===== src/rtl/ctrl_regfile.sv =====
module ctrl_regfile #(
  parameter bit          EXT_IRQ_CTRL = 1'b0,
  parameter bit          HAS_XLATE    = 1'b1,
  parameter int unsigned CORE_ID      = 0
) (
  input  logic        clk,
  input  logic        rst_n,
  input  logic        sw_we,
  input  logic [3:0]  sw_idx,
  input  logic [31:0] sw_data,
  input  logic        hw_we,
  input  logic [3:0]  hw_idx,
  input  logic [31:0] hw_data,
  input  logic [3:0]  dbg_idx,
  output logic [31:0] dbg_rdata
);
  localparam int NREG = 16;

  localparam logic [3:0] I_STATUS = 4'd0, I_ESAVE = 4'd1, I_BSAVE = 4'd2,
                         I_IRQEN  = 4'd3, I_IRQPEND = 4'd4, I_COREID = 4'd5,
                         I_CAUSE  = 4'd6, I_PTADDR  = 4'd7, I_XACC  = 4'd8,
                         I_XMISC  = 4'd9, I_FAULTA  = 4'd10;

  localparam logic [31:0] ST_GIE     = 32'h0000_0001;
  localparam logic [31:0] ST_USER    = 32'h0000_0002;
  localparam logic [31:0] ST_EXCHDL  = 32'h0000_0004;
  localparam logic [31:0] ST_HANDLER = 32'h0000_0008;
  localparam logic [31:0] ST_LEVEL   = 32'h0000_03F0;
  localparam logic [31:0] ST_CURSET  = 32'h0000_FC00;
  localparam logic [31:0] ST_PRVSET  = 32'h003F_0000;
  localparam logic [31:0] ST_NMI     = 32'h0040_0000;
  localparam logic [31:0] ST_SETIE   = 32'h0080_0000;
  localparam logic [31:0] PT_FIELDS  = 32'hFFFF_FFFC;
  localparam logic [31:0] XM_FLAGS   = 32'h0000_000F;
  localparam logic [31:0] XM_CTRL    = 32'h00FF_FFF0;

  function automatic logic [31:0] wmask(input logic [3:0] i);
    logic [31:0] m;
    m = '0;
    case (i)
      I_STATUS: begin
        m = ST_GIE;
        if (EXT_IRQ_CTRL) m |= ST_SETIE | ST_PRVSET | ST_LEVEL | ST_HANDLER;
        if (HAS_XLATE)    m |= ST_USER | ST_EXCHDL;
      end
      I_ESAVE, I_BSAVE, I_FAULTA: m = '1;
      I_IRQEN:  m = EXT_IRQ_CTRL ? '0 : '1;
      I_PTADDR: m = HAS_XLATE ? PT_FIELDS : '0;
      I_XACC:   m = HAS_XLATE ? '1 : '0;
      I_XMISC:  m = HAS_XLATE ? XM_CTRL : '0;
      default:  m = '0;
    endcase
    return m;
  endfunction

  function automatic logic [31:0] rmask(input logic [3:0] i);
    logic [31:0] m;
    m = '0;
    case (i)
      I_STATUS:          m = EXT_IRQ_CTRL ? (ST_NMI | ST_CURSET) : ST_SETIE;
      I_IRQPEND:         m = EXT_IRQ_CTRL ? '0 : '1;
      I_COREID, I_CAUSE: m = '1;
      I_XMISC:           m = HAS_XLATE ? XM_FLAGS : '0;
      default:           m = '0;
    endcase
    return m;
  endfunction

  function automatic logic [31:0] rstval(input logic [3:0] i);
    if (i == I_STATUS) return ST_SETIE;
    if (i == I_COREID) return 32'(CORE_ID);
    return '0;
  endfunction

  logic [31:0] regs [NREG];

  always_ff @(posedge clk) begin
    for (int i = 0; i < NREG; i++) begin
      if (!rst_n)
        regs[i] <= rstval(4'(i));
      else if (hw_we && hw_idx == 4'(i))
        regs[i] <= hw_data & (wmask(4'(i)) | rmask(4'(i)));
      else if (sw_we && sw_idx == 4'(i))
        regs[i] <= (sw_data & wmask(4'(i))) | (regs[i] & rmask(4'(i)));
    end
  end

  assign dbg_rdata = ((wmask(dbg_idx) | rmask(dbg_idx)) == '0) ? '0 : regs[dbg_idx];

  logic sw_alone;
  assign sw_alone = sw_we && !(hw_we && hw_idx == sw_idx);

  assert_wr_taken_R2: assert property (@(posedge clk) disable iff (!rst_n)
    sw_alone |=> ((regs[$past(sw_idx)] & wmask($past(sw_idx))) ==
                  ($past(sw_data) & wmask($past(sw_idx)))));

  assert_ro_kept_R2: assert property (@(posedge clk) disable iff (!rst_n)
    sw_alone |=> ((regs[$past(sw_idx)] & rmask($past(sw_idx))) ==
                  ($past(regs[sw_idx]) & rmask($past(sw_idx)))));

  assert_hw_load_R9: assert property (@(posedge clk) disable iff (!rst_n)
    hw_we |=> (regs[$past(hw_idx)] ==
               ($past(hw_data) & (wmask($past(hw_idx)) | rmask($past(hw_idx))))));

  assert_coreid_hold_R4: assert property (@(posedge clk) disable iff (!rst_n)
    !(hw_we && hw_idx == I_COREID) |=> $stable(regs[I_COREID]));

  for (genvar g = 0; g < NREG; g++) begin : g_rsvd
    assert_rsvd_zero_R3: assert property (@(posedge clk) disable iff (!rst_n)
      (regs[g] & ~(wmask(4'(g)) | rmask(4'(g)))) == '0);
  end
endmodule


===== config.mk =====
export PLATFORM = sky130hd
export DESIGN_NAME = ctrl_regfile
export DESIGN_NICKNAME = d
export VERILOG_FILES = /design/src/rtl/ctrl_regfile.sv
export SDC_FILE = /design/constraint.sdc
export NUM_CORES = 1
export LEC_CHECK = 0
export CORE_UTILIZATION = 58
export CTS_CLUSTER_DIAMETER = 80
export DETAILED_ROUTE_END_ITERATION = 12
export PLACE_DENSITY_LB_ADDON = 0.05
export SYNTH_ARGS = -nofsm -noshare
export SYNTH_HDL_FRONTEND = slang
export SYNTH_SLANG_ARGS = --single-unit
export TNS_END_PERCENT = 5

===== constraint.sdc =====
create_clock -name clk -period 11.1 [get_ports clk]
set_input_delay 3.33 -clock clk [delete_from_list [all_inputs] [get_ports clk]]
set_output_delay 3.33 -clock clk [all_outputs]
set_load 0.02 [all_outputs]

==> Word-level counts from Yosys, hierarchy flattened <==
Memory sizes are Yosys's and may differ from the RTL's.
Index checks and enable logic that the tools add are counted.
{ "word_totals": {"reg_bits": 0, "ram_bits": 512, "inputBits": 80, "word_cells": 479, "n_memories": 1} }
{ "memory_table": {"columns": ["name", "depth", "word_bits", "rd", "rd_ports_with_merged_regs", "write_ports", "line", "source"], "rows": [
  ["regs", 16, 32, 17, 0, 16, "75", "logic [31:0] regs [NREG];"]
]} }
{ "classes": {"eq_ne": 40, "mux": 287, "n_bitwise": 113, "n_reduce_logical": 38} }
{ "op_table": {"columns": ["op", "count"], "rows": [
  ["two-way mux 32 bit", 170],
  ["bitwise AND 32 bit", 48],
  ["bitwise OR 32 bit", 33],
  ["case mux 32 bit (4 select lines)", 1],
  ["two-way mux 1 bit", 114],
  ["case mux 32 bit (3 select lines)", 1],
  ["== test 4 bit (second input constant)", 19],
  ["== test 4 x 3 -> 1 bit (second input constant)", 12],
  ["logical AND 1 bit", 32],
  ["zero test 32 bit", 1],
  ["bitwise OR 1 bit", 32],
  ["== test 4 x 2 -> 1 bit (second input constant)", 6],
  ["two-way mux 24 bit", 1],
  ["== test 4 x 1 -> 1 bit (second input constant)", 3],
  ["zero test 4 bit", 3],
  ["OR reduction 5 bit", 1],
  ["OR reduction 3 bit", 1]
]} }

==> Longest topological paths before layout <==
Gate-level depths: netlist (run 1).
{ "depth": {"word_depth": 8, "depth_mapped": 6, "ltp_nobuf": 3} }

==> Worst setup path after synthesis (run 1) <==
No wires, ideal clock.
{ "synth_path": {"kind": "input-to-output", "from": "input port dbg_idx[1]", "to": "output port dbg_rdata[23]", "t_arrival_ns": 4.804, "required_time_ns": 7.770, "setup_slack_ns": 2.966, "stages": 6, "n_path_buf": 3, "path_cell_list": "clkbuf_1 -> buf_2 -> buf_2 -> mux4_2 -> nor2_1 -> o31ai_1"} }
{ "synth_between": {"elab_chain_cells": 6} }
{ "synth_lines": {"columns": ["item", "line", "source"], "rows": [
  ["from (decl)", "14", "input logic [3:0] dbg_idx,"],
  ["== test 4 bit, or another cell as far along", "40", "case (i)"],
  ["OR reduction 5 bit (no source line) or OR reduction 3 bit (tied branches)", null, null],
  ["case mux 32 bit (4 select lines) or case mux 32 bit (3 select lines) (tied branches)", "40, 59", null],
  ["bitwise OR 32 bit", "88", "assign dbg_rdata = ((wmask(dbg_idx) | rmask(dbg_idx)) == '0) ? '0 : regs[dbg_idx];"],
  ["zero test 32 bit", "88", null],
  ["two-way mux 32 bit *", "88", null],
  ["to (decl)", "15", "output logic [31:0] dbg_rdata"]
]} }
Mark *: on every way between the ends. The rest lies on a longest branch, timed or not.

==> Worst setup path after layout (run 1) <==
{ "layout_path": {"from": "input port dbg_idx[3]", "to": "output port dbg_rdata[26]"} }
Same word-level chain as after synthesis.

==> flow_summary.toml, run 1 <==
[status]
status = "complete, no violations"

[synthesis]
async_flop_share = 0
netlist.area_leader.share = 0.5995
yosysTopAreaCell = "edfxtp_1"
synthesis.area_um2 = 15730
syn_inst = 1129
yosysMostFrequentCell = "edfxtp_1"
ys_ff_latch = 314
synth_edf_count = 314
synth_area_leaders = "edfxtp_1 (60%), a22o_1 (8.4%), mux4_2 (4.9%)"
yosysSeqAreaShare = 0.5995
ys.flop_type = "edfxtp_1"
synth_cell_type_count = 50
syn_nets = 1209
ys_warn_count = 0
synth_common_cells = "edfxtp_1 (314), a22o_1 (151), clkbuf_1 (68)"
syn_avg_cell_area_um2 = 13.93

[cells_and_area]
largest_reg_flops = 314
top_regs = "regs x314"
area_growth_syn_to_layout_pct = 14.84
top_register = "regs"
stdcell_count = 1530
antenna_cells = 0
finish.utilization = 0.6854
fill_cells = 1900
postLayoutCellArea_um2 = 18060
final_layout_size_suffix_gt1_frac = 0.1749
final_net_count = 1253

[power]
ir_worst_vdd_mv = 0.1058
p_per_area_nw_per_um2 = 153.0
p_int_mw = 2.109
comb_power_share = 0.115
sw_frac_of_total = 0.2369
p_seq_frac = 0.508
power_switching_mw = 0.6548
power.leakage_nw = 6.146
clockPowerShare = 0.377

[min_path]
holdPathStages = 2
hold_class = "input port to flop"

[clocking]
cts_root_buf = "clkbuf_16"
cts_made_buffers = 34
post_cts_buffers = 0
ctsResizeCount = 0
clkSinkCount = 314
cts_buffer_depth = 3
cts_tree = "done"
htreeDepth = 2
cts.clk_slew.worst_paths_ns = 0.06
postCtsHoldBufs = 0

[sta]
timing.fmax_mhz = 105.7
fin_setup_tns_ns = 0
drv_slew = 0
hold_violations = 0
slew-limit-headroom = 0.2156
period_minus_slack_ns = 9.461
setup_viol = 0
finalCritPeriodShare = 0.8523
rsz0062_at_grt = "false"
worstMarginPinSlew_ns = 1.177

[global_route]
grtUsageTotal = 0.3265
grt_pass1_vias = 11084
grt_antenna_before_repair = 0
grt-ovfl-total = 0
grt_pass1_wl_mm = 67.34
grt_max_degree = 70

[floorplanning]
dieArea_um2 = 27780
fp.dieW_um = 166.7
pin_count = 112
die_height_um = 166.7
core_um2 = 26350
start_util = 0.5968
rows = 59

[drt]
first_iter_violations = 1312
via_count = 10978
drc = 0
via_per_inst = 7.175
ant_nets = 0
dr.pass1.iters = 5
wl_mm = 45.06
wl_per_cell_um = 29.45

[placement]
place_area_um2 = 17070
gp_congestion = 0.7768
dp_hpwl_mm = 23.03
placed_cells = 1472
io_buffers = 111

[setup_path]
criticalPathCategory = "input port to output pin"
cp_top_family = "buffers and inverters"
cp.depth = 6
worst-path-buf-inv = 3
cp.arrival_ns = 6.13
cpPeakStageDelay_ns = 0.68
startpoint_type = "input port"
cp.required_ns = 7.77
crit_slowest_cell = "nor2b_1"
worstPathCellList = "buf_2 > buf_4 > nor2b_1 > nand3b_1 > a31oi_1 > clkdlybuf4s50_1"
crit_path_end_kind = "output pin"
critPathMaxFanout = 34

[run]
maxCapViolCount = 0
## area by class of cell
cell class              count  area, µm²  area share
inverters                  67      251.5     0.01392
flip-flops and latches    314       9429      0.5220
repair buffers            140       1331     0.07370
clock inverters            15      91.34    0.005057
clock buffers              43      905.9     0.05015
well taps                 335      419.2     0.02321
multi-input cells         616       5634      0.3119
## cell families (layout without fill, tap and decap cells)
logic type             Yosys count  count (layout)  share of synthesized area
AO/OA/AOI/OAI                  326             326                     0.1830
buffers and inverters          199             265                    0.05274
flip-flops                     314             314                     0.5995
multiplexers                    98              98                    0.09243
AND/OR/NAND/NOR                192             192                    0.07239
## path summary, 6_finish.rpt
check         from               endpoint  slack [ns]
min    sw_data[30]  regs[1][30]$_DFFE_PP_        3.68
max     dbg_idx[3]          dbg_rdata[26]        1.64
## through the flow
step | power (mW) | setup WS (ns) | hold WS, ns
final | 2.764 | 1.639 | 3.676
after global routing | 2.834 | 1.592 | 3.673
after CTS | 2.768 | 1.717 | 3.647
after detailed placement | 1.743 | 1.731 | 4.162
after global placement | 1.737 | 1.718 | 4.156
after floorplan | 1.602 | 2.966 | 3.528
## metal layers
layer,up-vias,wire length (µm),track usage
met1,5535,17630,0.4464
met5,-,0,0
li1,4643,-,-
met3,108,4440,0.04848
met2,692,21810,0.5387
met4,0,1182,0.1111
## power by group through the flow
stage / Sequential [mW] / Clock, mW / Combinational, mW
final: 1.40 / 1.04 / 0.318
after global routing: 1.41 / 1.09 / 0.333
after CTS: 1.40 / 1.05 / 0.315
after detailed placement: 1.43 / 0 / 0.313
after global placement: 1.43 / 0 / 0.311
after floorplan: 1.42 / 0 / 0.178
## cells in the final DEF, fill, tap and decap left out, drive strengths merged, types with 5 or more instances in the layout
| cell | instances |
|---|---|
| nor2 | 11 |
| nand3b | 34 |
| mux2i | 26 |
| a31oi | 8 |
| and2 | 39 |
| o21ai | 7 |
| a22o | 183 |
| nand2b | 8 |
| clkinv | 14 |
| o211ai | 23 |
| nand2 | 15 |
| a21oi | 10 |
| mux2 | 38 |
| buf | 32 |
| a32o | 20 |
| mux4 | 34 |
| clkdlybuf4s50 | 108 |
| nor2b | 5 |
| edfxtp | 314 |
| clkbuf | 43 |
| a22oi | 10 |
| inv | 67 |
| a221o | 20 |
| nor3 | 64 |
| o32ai | 30 |
Note: power is estimated with default switching activity, not from simulation.
==> run 2: changes to the inputs <==
- CTS_CLUSTER_DIAMETER: 80 -> unset
- GPL_ROUTABILITY_DRIVEN: unset -> 1
==> results of run 2 <==
Final layout, timing and power as in run 1 (identical DEF).
==> run 3: changes to the inputs <==
- clock period: 11.1 -> 12.1 ns (I/O delays scaled with it)
==> run 3 against run 2 <==
  * Non-clock buffer count increased by 2
  * Clock power is essentially flat
  * Total power decreased by 5.4%
  * Flip-flop and latch count did not move
  * Core utilization grew 0.49 points
  * Global-route usage increased by 0.27 points
  * Critical endpoint is now dbg_rdata[29]
  * Cell count increased by 0.39%
  * Die area did not move
==> flow_summary.toml, run 3 (synthesis results as in run 1) <==
[status]
status = "complete, no violations"

[drt]
ant_nets = 0
dr.pass1.iters = 6
wl_met1_mm = 18.25
via_count = 11081
wl_mm = 45.05
wl_per_cell_um = 29.33
dr_wl_met2_mm = 21.48
via_per_inst = 7.214
first_iter_violations = 1458
wl_met3_mm = 4.403
drc = 0
highest_layer = "met4"

[sta]
period_minus_slack_ns = 9.798
fin_setup_tns_ns = 0
drv_slew = 0
timing.fmax_mhz = 102.1
setup_viol = 0
hold_violations = 0
slew-limit-headroom = 0.1854
rsz0062_at_grt = "false"
worstMarginPinSlew_ns = 1.219
finalCritPeriodShare = 0.8097

[clocking]
cts.clk_slew.worst_paths_ns = 0.06
cts_buffer_depth = 3
clkSinkCount = 314
htreeDepth = 2
cts_root_buf = "clkbuf_16"
cts_tree = "done"
cts_made_buffers = 35
post_cts_buffers = 0
ctsResizeCount = 0
postCtsHoldBufs = 0

[cells_and_area]
fill_cells = 1845
area_growth_syn_to_layout_pct = 15.66
top_register = "regs"
final_net_count = 1256
top_regs = "regs x314"
multi_input_area_um2 = 5634
largest_reg_flops = 314
mostFrequentLayoutCells = "edfxtp_1 (314), a22o_1 (151), clkdlybuf4s50_1 (108)"
layout_commonest_cell = "edfxtp_1"
seqCellArea_um2 = 9429
postLayoutCellArea_um2 = 18190
final_layout_size_suffix_gt1_frac = 0.1825

[placement]
gp_congestion = 0.7751
dp_hpwl_mm = 23.60
io_buffers = 111
place_area_um2 = 17080

[min_path]
min-delay-start = "sw_data[30]"
hold_end = "regs[1][30]$_DFFE_PP_"
holdPathStages = 2
hold_class = "input port to flop"

[power]
ir_worst_vdd_mv = 0.09798
p_per_area_nw_per_um2 = 143.8
power.leakage_nw = 6.209

[setup_path]
startpoint_type = "input port"
cp.arrival_ns = 6.17
criticalPathCategory = "input port to output pin"
crit_path_end_kind = "output pin"
cp.required_ns = 8.47
critPathMaxFanout = 51

[global_route]
grtUsageTotal = 0.3292
grt_pass1_wl_mm = 68.18
grt_pass1_vias = 11069
grt_antenna_before_repair = 1
grt-ovfl-total = 0
grt_max_degree = 94

[floorplanning]
rows = 59
die_height_um = 166.7
core_um2 = 26350
fp.dieW_um = 166.7
start_util = 0.5968
pin_count = 112
dieArea_um2 = 27780

[run]
maxCapViolCount = 0
==> run 3: cell types whose count changed in the layout (fill, tap and decap cells not counted) <==
cell and delta:
clkbuf_1 -3, bufinv_16 +2, inv_6 -1, clkinv_1 -2, diode_2 +1, clkbuf_16 +2
clkinvlp_4 +2, buf_4 +2, clkinv_2 +3
==> run 3: per-layer routing <==
metal | track usage | up-vias
met4 | 0.1039 | 0
met1 | 0.4698 | 5628
met5 | 0 | -
li1 | - | 4648
met3 | 0.04206 | 78
met2 | 0.5300 | 727
==> run 3: worst max-delay path, cell delays in order <==
cell             delay [ns]
buf_4                  0.21
buf_4                  0.38
nor2b_1                0.70
nand3b_1               0.17
a31oi_1                0.34
clkdlybuf4s50_1        0.67
==> run 3: worst max-delay path by stage <==
| stage | start | to | slack (ns) | depth (start not counted) |
|---|---|---|---|---|
| after global placement | dbg_idx[1] | dbg_rdata[4] | 2.38 | 6 |
| final | dbg_idx[1] | dbg_rdata[29] | 2.30 | 6 |
| after global routing | dbg_idx[1] | dbg_rdata[4] | 2.29 | 6 |
| after detailed placement | dbg_idx[1] | dbg_rdata[29] | 2.37 | 6 |
| after CTS | dbg_idx[1] | dbg_rdata[3] | 2.36 | 6 |
| after floorplan | dbg_idx[1] | dbg_rdata[23] | 3.37 | 6 |
==> run 3: where the power goes <==
| group | internal, mW | total (mW) | switching [mW] |
|---|---|---|---|
| clock | 0.618 | 1.04 | 0.418 |
| combinational | 0.116 | 0.290 | 0.174 |
| sequential | 1.27 | 1.29 | 0.0187 |
==> run 3: stage by stage <==
step                      setup WS [ns]    util  instances  hold WS (ns)  power, mW
after floorplan                   3.366       -       1129         3.828      1.470
after global placement            2.377  0.6481       1474         4.465      1.593
after detailed placement          2.368  0.6481       1474         4.461      1.599
after CTS                         2.363  0.6902       1535         3.939      2.615
after global routing              2.292  0.6903       1536         3.971      2.679
final                             2.302  0.6903       1536         3.963      2.616
==> run 3: layout make-up <==
class / instances / share of cell area
antenna: 1 / 0.0001376
inverter: 67 / 0.01382
sequential: 314 / 0.5183
clock inverter: 19 / 0.009078
clock buffer: 42 / 0.05193
multi-input combinational: 616 / 0.3097
timing repair buffer: 142 / 0.07400
tap: 335 / 0.02304
